## src/rtl/usb_resp_pkg.sv

```systemverilog
package usb_resp_pkg;
  localparam logic [7:0] PID_OUT   = 8'hE1;
  localparam logic [7:0] PID_IN    = 8'h69;
  localparam logic [7:0] PID_SETUP = 8'h2D;
  localparam logic [7:0] PID_DATA0 = 8'hC3;
  localparam logic [7:0] PID_DATA1 = 8'h4B;
  localparam logic [7:0] PID_ACK   = 8'hD2;
  localparam logic [7:0] PID_NAK   = 8'h5A;

  typedef enum logic [1:0] {
    SRC_NONE  = 2'd0,
    SRC_HS    = 2'd1,
    SRC_TXBUF = 2'd2
  } reply_src_e;

  typedef struct packed {
    logic long_enough;
    logic is_data;
    logic is_tok_in;
    logic is_tok_rx;
    logic addr_hit;
  } pkt_class_t;
endpackage

```

## src/rtl/usb_resp_pid_dec.sv

```systemverilog
module usb_resp_pid_dec
  import usb_resp_pkg::*;
#(
  parameter int LEN_W   = 5,
  parameter int MIN_LEN = 3
) (
  input  logic [LEN_W-1:0] pkt_len,
  input  logic [7:0]       pkt_pid,
  input  logic [7:0]       pkt_byte1,
  input  logic [6:0]       dev_addr,
  output pkt_class_t       cls
);
  localparam logic [LEN_W-1:0] MIN_LEN_V = LEN_W'(MIN_LEN);

  always_comb begin
    cls.long_enough = (pkt_len >= MIN_LEN_V);
    cls.is_data     = (pkt_pid == PID_DATA0) || (pkt_pid == PID_DATA1);
    cls.is_tok_in   = (pkt_pid == PID_IN);
    cls.is_tok_rx   = (pkt_pid == PID_SETUP) || (pkt_pid == PID_OUT);
    cls.addr_hit    = (pkt_byte1[6:0] == dev_addr);
  end
endmodule

```

## src/rtl/usb_resp_rxbuf.sv

```systemverilog
module usb_resp_rxbuf (
  input  logic clk,
  input  logic rst_n,
  input  logic accept,
  input  logic consumed,
  output logic busy,
  output logic sel
);
  logic busy_q, busy_d, sel_q, sel_d;

  always_comb begin
    busy_d = busy_q;
    if (accept)        busy_d = 1'b1;
    else if (consumed) busy_d = 1'b0;
    sel_d = accept ? ~sel_q : sel_q;
  end

  always_ff @(posedge clk or negedge rst_n) begin
    if (!rst_n) begin
      busy_q <= 1'b0;
      sel_q  <= 1'b0;
    end else begin
      busy_q <= busy_d;
      if (accept) sel_q <= sel_d;
    end
  end

  assign busy = busy_q;
  assign sel  = sel_q;


  accept_free_chk: assert property (@(posedge clk) disable iff (!rst_n)
    accept |-> !busy_q);

  sel_toggle_chk: assert property (@(posedge clk) disable iff (!rst_n)
    accept |=> (sel_q != $past(sel_q)));
endmodule

```

## src/rtl/usb_resp_txslot.sv

```systemverilog
module usb_resp_txslot #(
  parameter int LEN_W = 5
) (
  input  logic             clk,
  input  logic             rst_n,
  input  logic             load,
  input  logic [LEN_W-1:0] load_len,
  input  logic             take,
  output logic             pending,
  output logic [LEN_W-1:0] len
);
  logic             pend_q, pend_d;
  logic [LEN_W-1:0] len_q;

  always_comb begin
    pend_d = pend_q;
    if (load)      pend_d = 1'b1;
    else if (take) pend_d = 1'b0;
  end

  always_ff @(posedge clk or negedge rst_n) begin
    if (!rst_n) begin
      pend_q <= 1'b0;
      len_q  <= '0;
    end else begin
      pend_q <= pend_d;
      if (load) len_q <= load_len;
    end
  end

  assign pending = pend_q;
  assign len     = len_q;


  take_loaded_chk: assert property (@(posedge clk) disable iff (!rst_n)
    take |-> pend_q);

  take_frees_chk: assert property (@(posedge clk) disable iff (!rst_n)
    (take && !load) |=> !pend_q);
endmodule

```

## src/rtl/usb_resp_ctrl.sv

```systemverilog
module usb_resp_ctrl
  import usb_resp_pkg::*;
#(
  parameter int LEN_W = 5
) (
  input  logic             clk,
  input  logic             rst_n,
  input  logic             pkt_valid,
  input  pkt_class_t       cls,
  input  logic [7:0]       pkt_pid,
  input  logic [LEN_W-1:0] pkt_len,
  input  logic             rx_busy,
  input  logic             rx_sel,
  input  logic             tx_pending,
  input  logic [LEN_W-1:0] tx_len,
  output logic             accept,
  output logic             take,
  output logic             reply_valid,
  output logic [1:0]       reply_src,
  output logic [7:0]       reply_pid,
  output logic [LEN_W-1:0] reply_len,
  output logic             rx_done_valid,
  output logic [LEN_W-1:0] rx_done_len,
  output logic [7:0]       rx_done_token,
  output logic             rx_done_buf
);
  localparam logic [LEN_W-1:0] HS_LEN = LEN_W'(1);

  logic [7:0] tok_q, tok_d;
  logic act_ign, act_nak, act_ack, act_send, act_store;

  logic             rv_q, rv_d;
  reply_src_e       rs_q, rs_d;
  logic [7:0]       rp_q, rp_d;
  logic [LEN_W-1:0] rl_q, rl_d;
  logic             dv_q;
  logic [LEN_W-1:0] dl_q;
  logic [7:0]       dt_q;
  logic             db_q;

  always_comb begin
    act_ign = 1'b0; act_nak = 1'b0; act_ack = 1'b0;
    act_send = 1'b0; act_store = 1'b0;
    if (pkt_valid) begin
      if (!cls.long_enough)   act_ign = 1'b1;
      else if (cls.is_data) begin
        if (tok_q == 8'h00)   act_ign = 1'b1;
        else if (rx_busy)     act_nak = 1'b1;
        else                  act_ack = 1'b1;
      end
      else if (!cls.addr_hit) act_ign = 1'b1;
      else if (cls.is_tok_in) begin
        if (!tx_pending || rx_busy) act_nak  = 1'b1;
        else                        act_send = 1'b1;
      end
      else if (cls.is_tok_rx) act_store = 1'b1;
      else                    act_ign   = 1'b1;
    end
  end

  always_comb begin
    tok_d = tok_q;
    if (act_store)    tok_d = pkt_pid;
    else if (act_ign) tok_d = 8'h00;
    rv_d = act_nak | act_ack | act_send;
    rs_d = act_send ? SRC_TXBUF : (act_nak | act_ack) ? SRC_HS : SRC_NONE;
    rp_d = act_ack ? PID_ACK : act_nak ? PID_NAK : 8'h00;
    rl_d = act_send ? tx_len : (act_nak | act_ack) ? HS_LEN : '0;
  end

  always_ff @(posedge clk or negedge rst_n) begin
    if (!rst_n) begin
      tok_q <= 8'h00;
      rv_q  <= 1'b0;
      rs_q  <= SRC_NONE;
      rp_q  <= 8'h00;
      rl_q  <= '0;
      dv_q  <= 1'b0;
      dl_q  <= '0;
      dt_q  <= 8'h00;
      db_q  <= 1'b0;
    end else begin
      if (pkt_valid) tok_q <= tok_d;
      rv_q <= rv_d;
      rs_q <= rs_d;
      rp_q <= rp_d;
      rl_q <= rl_d;
      dv_q <= act_ack;
      if (act_ack) begin
        dl_q <= pkt_len;
        dt_q <= tok_q;
        db_q <= rx_sel;
      end
    end
  end

  assign accept        = act_ack;
  assign take          = act_send;
  assign reply_valid   = rv_q;
  assign reply_src     = rs_q;
  assign reply_pid     = rp_q;
  assign reply_len     = rl_q;
  assign rx_done_valid = dv_q;
  assign rx_done_len   = dl_q;
  assign rx_done_token = dt_q;
  assign rx_done_buf   = db_q;


  short_silent_chk: assert property (@(posedge clk) disable iff (!rst_n)
    (pkt_valid && !cls.long_enough) |=> (!reply_valid && !rx_done_valid));

  token_silent_chk: assert property (@(posedge clk) disable iff (!rst_n)
    (pkt_valid && cls.long_enough && cls.is_tok_rx && cls.addr_hit) |=> !reply_valid);

  deliver_ack_chk: assert property (@(posedge clk) disable iff (!rst_n)
    rx_done_valid |-> (reply_valid && reply_pid == PID_ACK && reply_src == SRC_HS));
endmodule

```

## src/rtl/usb_txn_responder.sv

```systemverilog
module usb_txn_responder
  import usb_resp_pkg::*;
#(
  parameter int BUF_BYTES = 16,
  parameter int LEN_W     = $clog2(BUF_BYTES + 1)
) (
  input  logic             clk,
  input  logic             rst_n,
  input  logic             pkt_valid,
  input  logic [LEN_W-1:0] pkt_len,
  input  logic [7:0]       pkt_pid,
  input  logic [7:0]       pkt_byte1,
  input  logic [6:0]       dev_addr,
  input  logic             tx_load,
  input  logic [LEN_W-1:0] tx_load_len,
  input  logic             rx_consumed,
  output logic             reply_valid,
  output logic [1:0]       reply_src,
  output logic [7:0]       reply_pid,
  output logic [LEN_W-1:0] reply_len,
  output logic             rx_done_valid,
  output logic [LEN_W-1:0] rx_done_len,
  output logic [7:0]       rx_done_token,
  output logic             rx_done_buf,
  output logic             rx_wr_sel
);
  logic [1:0] rst_sync_q;
  logic       srst_n;

  always_ff @(posedge clk or negedge rst_n) begin
    if (!rst_n) rst_sync_q <= 2'b00;
    else        rst_sync_q <= {rst_sync_q[0], 1'b1};
  end
  assign srst_n = rst_sync_q[1];

  pkt_class_t       cls;
  logic             accept, take, rx_busy, tx_pending;
  logic [LEN_W-1:0] tx_len;

  usb_resp_pid_dec #(.LEN_W(LEN_W)) u_dec (
    .pkt_len(pkt_len), .pkt_pid(pkt_pid), .pkt_byte1(pkt_byte1),
    .dev_addr(dev_addr), .cls(cls)
  );

  usb_resp_rxbuf u_rxbuf (
    .clk(clk), .rst_n(srst_n), .accept(accept), .consumed(rx_consumed),
    .busy(rx_busy), .sel(rx_wr_sel)
  );

  usb_resp_txslot #(.LEN_W(LEN_W)) u_tx (
    .clk(clk), .rst_n(srst_n), .load(tx_load), .load_len(tx_load_len),
    .take(take), .pending(tx_pending), .len(tx_len)
  );

  usb_resp_ctrl #(.LEN_W(LEN_W)) u_ctrl (
    .clk(clk), .rst_n(srst_n), .pkt_valid(pkt_valid), .cls(cls),
    .pkt_pid(pkt_pid), .pkt_len(pkt_len), .rx_busy(rx_busy),
    .rx_sel(rx_wr_sel), .tx_pending(tx_pending), .tx_len(tx_len),
    .accept(accept), .take(take), .reply_valid(reply_valid),
    .reply_src(reply_src), .reply_pid(reply_pid), .reply_len(reply_len),
    .rx_done_valid(rx_done_valid), .rx_done_len(rx_done_len),
    .rx_done_token(rx_done_token), .rx_done_buf(rx_done_buf)
  );
endmodule

```

## config.mk

```make
export PLATFORM = sky130hd
export DESIGN_NAME = usb_txn_responder
export DESIGN_NICKNAME = d
export VERILOG_FILES = /design/src/rtl/usb_resp_pkg.sv /design/src/rtl/usb_resp_pid_dec.sv /design/src/rtl/usb_resp_rxbuf.sv /design/src/rtl/usb_resp_txslot.sv /design/src/rtl/usb_resp_ctrl.sv /design/src/rtl/usb_txn_responder.sv
export SDC_FILE = /design/constraint.sdc
export NUM_CORES = 1
export LEC_CHECK = 0
export BUFFER_PORTS_ARGS = -buffer_cell sky130_fd_sc_hd__buf_2
export CORE_MARGIN = 1
export CORE_UTILIZATION = 40
export CTS_BUF_LIST = sky130_fd_sc_hd__clkbuf_2
export CTS_CLUSTER_SIZE = 25
export DETAILED_ROUTE_END_ITERATION = 8
export GPL_ROUTABILITY_DRIVEN = 1
export GPL_TIMING_DRIVEN = 1
export PLACE_DENSITY = 0.64
export SYNTH_ARGS = -nofsm -noshare
export SYNTH_HDL_FRONTEND = slang
export SYNTH_SLANG_ARGS = --single-unit
```

## constraint.sdc

```tcl
create_clock -name clk -period 3.7 [get_ports clk]
set_clock_uncertainty 0.05 [all_clocks]
set_input_delay 0.185 -clock clk [delete_from_list [all_inputs] [get_ports clk]]
set_output_delay 0.185 -clock clk [all_outputs]
set_load 0.05 [all_outputs]
```

==> results of run 1 <==
## routing by layer
layer / global-route usage / vias up / part of all wire
li1: - / 657 / -
met1: 0.188 / 643 / 0.42
met2: 0.274 / 36 / 0.50
met3: 0.0527 / 11 / 0.051
met4: 0.0822 / 0 / 0.026
met5: 0 / - / 0
## state kept, by name, summed over array words and instances, names as in the netlist, 2 cells and up
| signal | flops |
|---|---|
| u_ctrl.rx_done_len | 5 |
| u_ctrl.reply_len | 5 |
| u_ctrl.reply_pid | 3 |
| u_ctrl.reply_src | 2 |
| rst_sync_q | 2 |
| u_tx.len | 5 |
| u_ctrl.rx_done_token | 8 |
| u_ctrl.tok_q | 8 |
## through the flow
stage	std cells	utilization
2_1_floorplan	146	-
3_3_place_gp	255	0.502
3_5_place_dp	255	0.502
4_1_cts	278	0.550
5_1_grt	278	0.550
6_report	278	0.550
## timing repair
item,CTS,global route
resized for setup,0,0
hold buffers,15,0
hold endpoints to repair,17,0
## layout make-up
| cell class | count | area [µm²] |
|---|---|---|
| clock buffers | 5 | 25.0 |
| clock inverters | 3 | 38.8 |
| fillers | 386 | 2010 |
| inverters | 2 | 7.51 |
| multi-input cells | 93 | 771 |
| flip-flops and latches | 43 | 1080 |
| well taps | 52 | 65.1 |
| repair buffers | 80 | 475 |
## worst min path at each step
stage               cells past startpoint                  endpoint    start
global route                            2  u_tx.pending$_DFFE_PN0P_  tx_load
floorplan                               0   rst_sync_q[0]$_DFF_PN0_    rst_n
CTS                                     2  u_tx.pending$_DFFE_PN0P_  tx_load
global placement                        1   rst_sync_q[0]$_DFF_PN0_    rst_n
finish                                  2  u_tx.pending$_DFFE_PN0P_  tx_load
detailed placement                      1   rst_sync_q[0]$_DFF_PN0_    rst_n
## cell usage in the layout, fill, tap and decap left out, types with 4 or more instances in the layout
cell type                        n
sky130_fd_sc_hd__buf_2          65
sky130_fd_sc_hd__dfrtp_1        42
sky130_fd_sc_hd__dlygate4sd3_1  15
sky130_fd_sc_hd__mux2_2         11
sky130_fd_sc_hd__nand2_1         9
sky130_fd_sc_hd__mux2_4          8
sky130_fd_sc_hd__xnor2_1         7
sky130_fd_sc_hd__o21ai_0         7
sky130_fd_sc_hd__nor2b_1         5
sky130_fd_sc_hd__clkbuf_2        5
sky130_fd_sc_hd__nand4_1         4
sky130_fd_sc_hd__and2_1          4
sky130_fd_sc_hd__conb_1          4
## worst reg2reg max path, delay by kind of cell (launching register included)
kind / cells / cell delay [ns]
muxes: 1 / 0.42
DFF: 1 / 0.42
and+or+nand+nor: 4 / 1.15
## power by group
| group | switching [µW] | leakage [µW] | internal, µW |
|---|---|---|---|
| logic | 34.1 | 0.000675 | 40.5 |
| registers | 10.7 | 0.000579 | 477 |
| clock network | 145 | 0.0000404 | 111 |
| total | 189 | 0.00129 | 629 |
## cell families (layout without fill, tap and decap cells)
logic type / Yosys count / in the layout
compound gates: 17 / 17
xor+xnor: 9 / 9
simple gates: 44 / 44
buf+inv: 10 / 90
other cells: 2 / 4
flops: 43 / 43
mux: 19 / 19
==> implementation parameters, run 1 <==
Parameter                              Value

Timing
  Unrepaired setup endpoints after global routing    false
  Transition time at the pin with the least slew margin    between 0.9 and 1 ns
  Least setup slack across all paths after layout    around 1.4 ns
  Hold violation count in the final report    0
  Worst rel slew slack    0.380
  Fin. max-slew vios    0
  Finish-stage setup viols    0
  Crit path time final    ~2.3 ns
  Max Clk Rate    0.432 GHz
  Min Hold Slack    ~0.044 ns
  Final total negative setup slack    0 ns
  Final worst path period share    0.625

Yosys
  Adder and majority gate portion of the synthesized area    0
  Area share of the largest cell type after synthesis    0.562
  Synth cell types    40
  Gate count after technology mapping    between 100 and 150
  Flip-flop and latch count after synthesis    43
  Part of the Yosys area used for sequential elements    0.562
  Netlist Area Pre-Place    between 1500 and 2000 µm²
  Commonest cells in the synthesized netlist    sky130_fd_sc_hd__dfrtp_1 (43), sky130_fd_sc_hd__mux2_2 (11), sky130_fd_sc_hd__nand2_1 (9), sky130_fd_sc_hd__mux2_4 (8)
  Post-synth EDFFs    0
  Mean cell area of the mapped netlist    about 13 µm²
  Largest cells by area after synthesis    sky130_fd_sc_hd__dfrtp_1 (56%), sky130_fd_sc_hd__mux2_2 (6.5%), sky130_fd_sc_hd__mux2_4 (6.3%)
  Portion of netlist area occupied by mux cells    0.127
  Synthesis warning total    0
  Fraction of the mapped netlist area in compound gates    0.0614
  Simple-Gate Fraction of Synth Area    0.165
  Async S/R FF share, synth    1.00
  Main combinational cell family by area after synthesis    simple AND/OR/NAND/NOR gates
  Post-synthesis share of cell area spent on xor and xnor gates    0.0411
  Top-count cell post-synth    sky130_fd_sc_hd__dfrtp_1
  Top FF cell, synth    sky130_fd_sc_hd__dfrtp_1
  Cell taking the most area after synthesis    sky130_fd_sc_hd__dfrtp_1

Floorplanning
  Horizontal die dimension    about 71 µm
  Starting density of the core    0.428
  Standard cell core area    around 4500 µm²
  Row Count    24
  Die ar.    5070 µm²
  Y dimension of the die    71.2 µm
  I/O pins    70

Clocking
  TritonCTS clock tree    done
  Total number of clock tree sinks    43
  Worst skew pair latency    approximately 0.40 ns
  CTS H-Tree Depth    2
  Buffers from clock root to sink, at most    2
  Root Buffer Master    sky130_fd_sc_hd__clkbuf_2
  # Post-CTS Setup Buffers    0
  Clock-pin transition on the worst setup and hold timing paths    around 0.19 ns
  CTS buffer count    5

Critical path
  Max stage delay cell, worst path    sky130_fd_sc_hd__nor3_4
  Arrival time of data at the critical path endpoint    approximately 2.6 ns
  Data required time at the worst endpoint    between 3 and 4 ns
  Crit path max fanout    16
  Buf+Inv Stages, Crit Path    2
  Worst setup EP type    flop
  CP delay by family, top    simple AND/OR/NAND/NOR gates
  Critical R2R Capture    u_ctrl.rx_done_len[1]$_DFFE_PN0P_
  Internal reg-to-reg setup slack    1.56 ns
  Worst setup path endpoint    u_ctrl.rx_done_len[1]$_DFFE_PN0P_
  Reg-to-Reg Start    u_ctrl.tok_q[7]$_DFFE_PN0P_
  Number of cells on the worst reg-to-reg path    5
  Kind of launch point of the worst setup path    input port
  Critical Path Stages    6
  CP max stage delay    0.78 ns
  Critical path type    input port to flop
  CP cell instances    dlygate4sd3_1 > buf_2 > a2111oi_1 > or2b_2 > nor3_4 > mux2_2
  Critical path origin    pkt_len[1]

Outcome
  Run status    finished, violations left
  Failing checks    design-rule violations

Final layout
  Signed area change from the synthesized netlist to the final layout    28.4%
  Share of layout cells above drive strength 1    0.456
  Diode count    0
  Nets    263
  Post-Layout Inst Area    between 2000 and 2500 µm²

Drt
  Vias after detailed routing    approximately 1.3k
  Count of routing violations after the opening detailed-route iteration    17
  Vias per cell    slightly below 5
  Residual antenna-violating net count after detailed routing    0
  Average detailed-routed wire length per instance    about 14 µm
  Number of detailed-route iterations in the first pass    6
  Final Routed Wirelength    ~3.8 mm
  Final routed DRC violation total    2

Global routing
  Largest net degree at the start of global routing    42
  First-pass GRT wire length    6.39 mm
  Global-route total usage across every layer    0.164
  GRT Residual Overflow    0
  Antenna violations before repair    0
  Via count of the first global-routing pass    ~1.4k

Pwr
  Highest ir drop seen on vdd    around 0.00021 V
  Leakage component of the power    0.00129 µW
  Cell Pwr Density    333 nW/µm²
  Final Total Pwr    approximately 820 µW

Min path
  Hold/Removal Path Class    input port to flop

Placed design
  Routability-driven placement congestion ratio    between 0.7 and 0.8
  Number of buffers added on ports    65
  DP HPWL    roughly 2.6 mm
  Area of placed instances    about 2200 µm²
  Worst-case setup slack after placement    roughly 1.4 ns

Run
  Count of maximum capacitance violations    0
Note: power is estimated with default switching activity, not from simulation.
==> inputs of run 2 (changes only) <==
--- a/config.mk
+++ b/config.mk
@@ -5,6 +5,7 @@
 export SDC_FILE = /design/constraint.sdc
 export NUM_CORES = 1
 export LEC_CHECK = 0
+export ABC_AREA = 1
 export BUFFER_PORTS_ARGS = -buffer_cell sky130_fd_sc_hd__buf_2
 export CORE_MARGIN = 1
 export CORE_UTILIZATION = 40
@@ -13,7 +14,7 @@
 export DETAILED_ROUTE_END_ITERATION = 8
 export GPL_ROUTABILITY_DRIVEN = 1
 export GPL_TIMING_DRIVEN = 1
-export PLACE_DENSITY = 0.64
+export PLACE_DENSITY = 0.67
 export SYNTH_ARGS = -nofsm -noshare
 export SYNTH_HDL_FRONTEND = slang
 export SYNTH_SLANG_ARGS = --single-unit
==> constraint.sdc (replaced) <==
create_clock -name clk -period 2.1 [get_ports clk]
set_clock_uncertainty 0.05 [all_clocks]
set_input_delay 0.105 -clock clk [delete_from_list [all_inputs] [get_ports clk]]
set_output_delay 0.105 -clock clk [all_outputs]
set_load 0.05 [all_outputs]
==> implementation parameters, run 2 <==
Parameter                              Value

Clocking
  # Post-CTS Setup Buffers    0 (unchanged)
  Worst skew pair latency    0.40 ns (about the same)
  CTS H-Tree Depth    2 (unchanged)
  Total number of clock tree sinks    43 (unchanged)
  Clock-pin transition on the worst setup and hold timing paths    0.20 ns (about the same)
  CTS buffer count    5 (unchanged)
  Root Buffer Master    sky130_fd_sc_hd__clkbuf_2
  Buffers from clock root to sink, at most    2 (unchanged)
  TritonCTS clock tree    done

Critical path
  Data required time at the worst endpoint    2.37 ns (-1.58 ns)
  Internal reg-to-reg setup slack    0.54 ns (-1.02 ns)
  Critical R2R Capture    u_ctrl.rx_done_buf$_DFFE_PN0P_
  Reg-to-Reg Start    u_ctrl.tok_q[5]$_DFFE_PN0P_
  Critical path type    input port to flop
  Kind of launch point of the worst setup path    input port
  Worst setup EP type    flop
  Critical path origin    tx_load
  Crit path max fanout    10 (-6)
  Arrival time of data at the critical path endpoint    2.07 ns (-0.49 ns)
  Number of cells on the worst reg-to-reg path    8 (+3)
  Worst setup path endpoint    u_tx.len[2]$_DFFE_PN0P_

Outcome
  Failing checks    design-rule violations
  Run status    finished, violations left

Yosys
  Cell taking the most area after synthesis    sky130_fd_sc_hd__dfrtp_1
  Commonest cells in the synthesized netlist    sky130_fd_sc_hd__nand2_1 (77), sky130_fd_sc_hd__dfrtp_1 (43), sky130_fd_sc_hd__inv_1 (25), sky130_fd_sc_hd__nor2_1 (19), sky130_fd_sc_hd__nand3_1 (9)
  Portion of netlist area occupied by mux cells    0 (-0.127)
  Async S/R FF share, synth    1.00 (unchanged)
  Adder and majority gate portion of the synthesized area    0 (unchanged)
  Main combinational cell family by area after synthesis    simple AND/OR/NAND/NOR gates
  Netlist Area Pre-Place    1890 µm² (-1.5%)
  Top FF cell, synth    sky130_fd_sc_hd__dfrtp_1
  Largest cells by area after synthesis    sky130_fd_sc_hd__dfrtp_1 (57%), sky130_fd_sc_hd__nand2_1 (15%), sky130_fd_sc_hd__inv_1 (5.0%)
  Flip-flop and latch count after synthesis    43 (unchanged)
  Fraction of the mapped netlist area in compound gates    0.0458 (-0.0156)
  Synth cell types    26 (-35%)
  Synthesis warning total    0 (unchanged)
  Simple-Gate Fraction of Synth Area    0.268 (+0.103)
  Top-count cell post-synth    sky130_fd_sc_hd__nand2_1
  Post-synthesis share of cell area spent on xor and xnor gates    0.0232 (-0.0179)
  Post-synth EDFFs    0 (unchanged)
  Area share of the largest cell type after synthesis    0.570 (+0.00857)
  Part of the Yosys area used for sequential elements    0.570 (+0.00857)
  Gate count after technology mapping    221 (+53%)
  Mean cell area of the mapped netlist    8.54 µm² (-36%)

Timing
  Final total negative setup slack    0 ns (unchanged)
  Transition time at the pin with the least slew margin    0.843 ns (-0.0846 ns)
  Final worst path period share    0.858
  Crit path time final    approximately 1.8 ns
  Worst rel slew slack    0.438 (+0.0584)
  Max Clk Rate    between 0.5 and 0.6 GHz
  Hold violation count in the final report    0 (unchanged)
  Fin. max-slew vios    0 (unchanged)
  Finish-stage setup viols    0 (unchanged)
  Unrepaired setup endpoints after global routing    false

Drt
  Final routed DRC violation total    14 (+12)
  Final Routed Wirelength    3.75 mm (-0.29%)
  Vias after detailed routing    1604 (+19%)
  Number of detailed-route iterations in the first pass    7 (+1)
  Count of routing violations after the opening detailed-route iteration    114 (+97)
  Residual antenna-violating net count after detailed routing    0 (unchanged)
  Average detailed-routed wire length per instance    10.3 µm (-24%)
  Vias per cell    4.38 (-9.6%)

Floorplanning
  I/O pins    70 (unchanged)
  Standard cell core area    4440 µm² (-0.67%)
  Row Count    24 (unchanged)
  Die ar.    5000 µm² (-1.5%)
  Horizontal die dimension    70.7 µm (-0.73%)
  Y dimension of the die    70.7 µm (-0.73%)
  Starting density of the core    0.425 (-0.00358)

Pwr
  Final Total Pwr    1350 µW (+64%)
  Reg power frac    0.637 (+0.041)
  Switching power total    348 µW (+84%)
  Highest ir drop seen on vdd    0.000234 V (+8.8%)
  Switching share of total power    0.259 (+0.0271)
  Part of the total power dissipated in combinational logic    0.112 (+0.021)
  Cell Pwr Density    530 nW/µm² (+59%)
  Leakage component of the power    0.00152 µW (+18%)
  Cell-internal power    997 µW (+59%)
  Clock network power share    0.251 (-0.062)

Global routing
  Global-route total usage across every layer    0.170 (+0.00592)
  First-pass GRT wire length    6.55 mm (+2.5%)
  GRT Residual Overflow    0 (unchanged)
  Largest net degree at the start of global routing    42 (unchanged)
  Antenna violations before repair    0 (unchanged)
  Via count of the first global-routing pass    1549 (+14%)

Final layout
  Commonest non-fill, non-tap cells in the layout    sky130_fd_sc_hd__nand2_1 (77), sky130_fd_sc_hd__buf_2 (65), sky130_fd_sc_hd__dfrtp_1 (42)
  Diode count    0 (unchanged)
  Share of layout cells above drive strength 1    0.280 (-0.175)
  Most common cell after layout, fill and taps aside    sky130_fd_sc_hd__nand2_1
  Fillers    394 (+2.1%)
  Nets    351 (+33%)
  Signed area change from the synthesized netlist to the final layout    34.5%

Min path
  Hold/Removal Path Class    input port to flop

Run
  Count of maximum capacitance violations    0 (unchanged)

Placed design
  Routability-driven placement congestion ratio    0.815 (+14%)
  DP HPWL    2.55 mm (-1.3%)
  Number of buffers added on ports    65 (unchanged)
-- run 2: cell types whose count changed in the layout (fill, tap and decap cells not counted), moves of 8 or more --
cell	before	now
sky130_fd_sc_hd__dlygate4sd3_1	15	27
sky130_fd_sc_hd__inv_1	2	25
sky130_fd_sc_hd__mux2_2	11	0
sky130_fd_sc_hd__mux2_4	8	0
sky130_fd_sc_hd__nand2_1	9	77
sky130_fd_sc_hd__nor2_1	2	19
-- run 2: power by group through the flow --
stage / logic, µW / clock network, µW / registers (µW)
final: 151 / 337 / 857
after global routing: 169 / 381 / 863
after CTS: 148 / 354 / 859
after detailed placement: 105 / 0 / 873
after global placement: 103 / 0 / 873
after floorplan: 59.9 / 0 / 870
-- run 2: worst min path at each step --
stage / from / endpoint / slack (ns) / depth (start not counted)
after floorplan: rst_n / rst_sync_q[0]$_DFF_PN0_ / -0.24 / 0
after global placement: rst_n / rst_sync_q[0]$_DFF_PN0_ / -0.16 / 1
after detailed placement: rst_n / rst_sync_q[0]$_DFF_PN0_ / -0.16 / 1
after CTS: pkt_pid[1] / u_ctrl.tok_q[2]$_DFFE_PN0P_ / 0.04 / 6
after global routing: pkt_pid[1] / u_ctrl.tok_q[2]$_DFFE_PN0P_ / 0.08 / 6
final: pkt_pid[1] / u_ctrl.tok_q[2]$_DFFE_PN0P_ / 0.07 / 6
-- run 2: what timing repair did --
action | CTS | global route
hold buffers | 27 | 0
hold endpoints to repair | 23 | 0
resized for setup | 0 | 0
-- run 2: per-layer routing --
metal / track usage / up-vias / routed length [µm]
met2: 0.292 / 55 / 1760
met4: 0.0822 / 0 / 79
met3: 0.0399 / 6 / 197
met5: 0 / - / 0
met1: 0.200 / 703 / 1720
li1: - / 840 / -
-- run 2: worst max-delay path: stages --
cell and delay [ns]:
sky130_fd_sc_hd__dlygate4sd3_1 0.53, sky130_fd_sc_hd__buf_2 0.18, sky130_fd_sc_hd__nand2_1 0.07, sky130_fd_sc_hd__dlygate4sd3_1 0.53
sky130_fd_sc_hd__o21ai_0 0.08, sky130_fd_sc_hd__dlygate4sd3_1 0.57
-- run 2: area by class of cell --
type	instances	area, µm²	share of cell area
clock buffer	5	25.0	0.00986
clock inverter	3	15.0	0.00592
inverter	29	109	0.0429
multi-input combinational	142	651	0.256
sequential	43	1080	0.425
tap	52	65.1	0.0256
timing repair buffer	92	596	0.235
-- run 2: cells by family (layout without fill, tap and decap cells) --
family                 after synthesis  in the layout
flip-flops                          43             43
buffers and inverters               38            129
AND/OR/NAND/NOR                    117            117
XOR/XNOR                             5              5
AO/OA/AOI/OAI                       16             16
other                                2              4
-- run 2: stage by stage --
step	std cells	utilization	setup slack, ns	area (µm²)	hold WS (ns)
6_report	366	0.571	0.299	2540	0.0654
3_3_place_gp	331	0.501	0.556	2230	-0.158
3_5_place_dp	331	0.501	0.537	2230	-0.158
4_1_cts	366	0.571	0.373	2540	0.0443
2_1_floorplan	223	-	0.765	1890	-0.241
5_1_grt	366	0.571	0.247	2540	0.0784
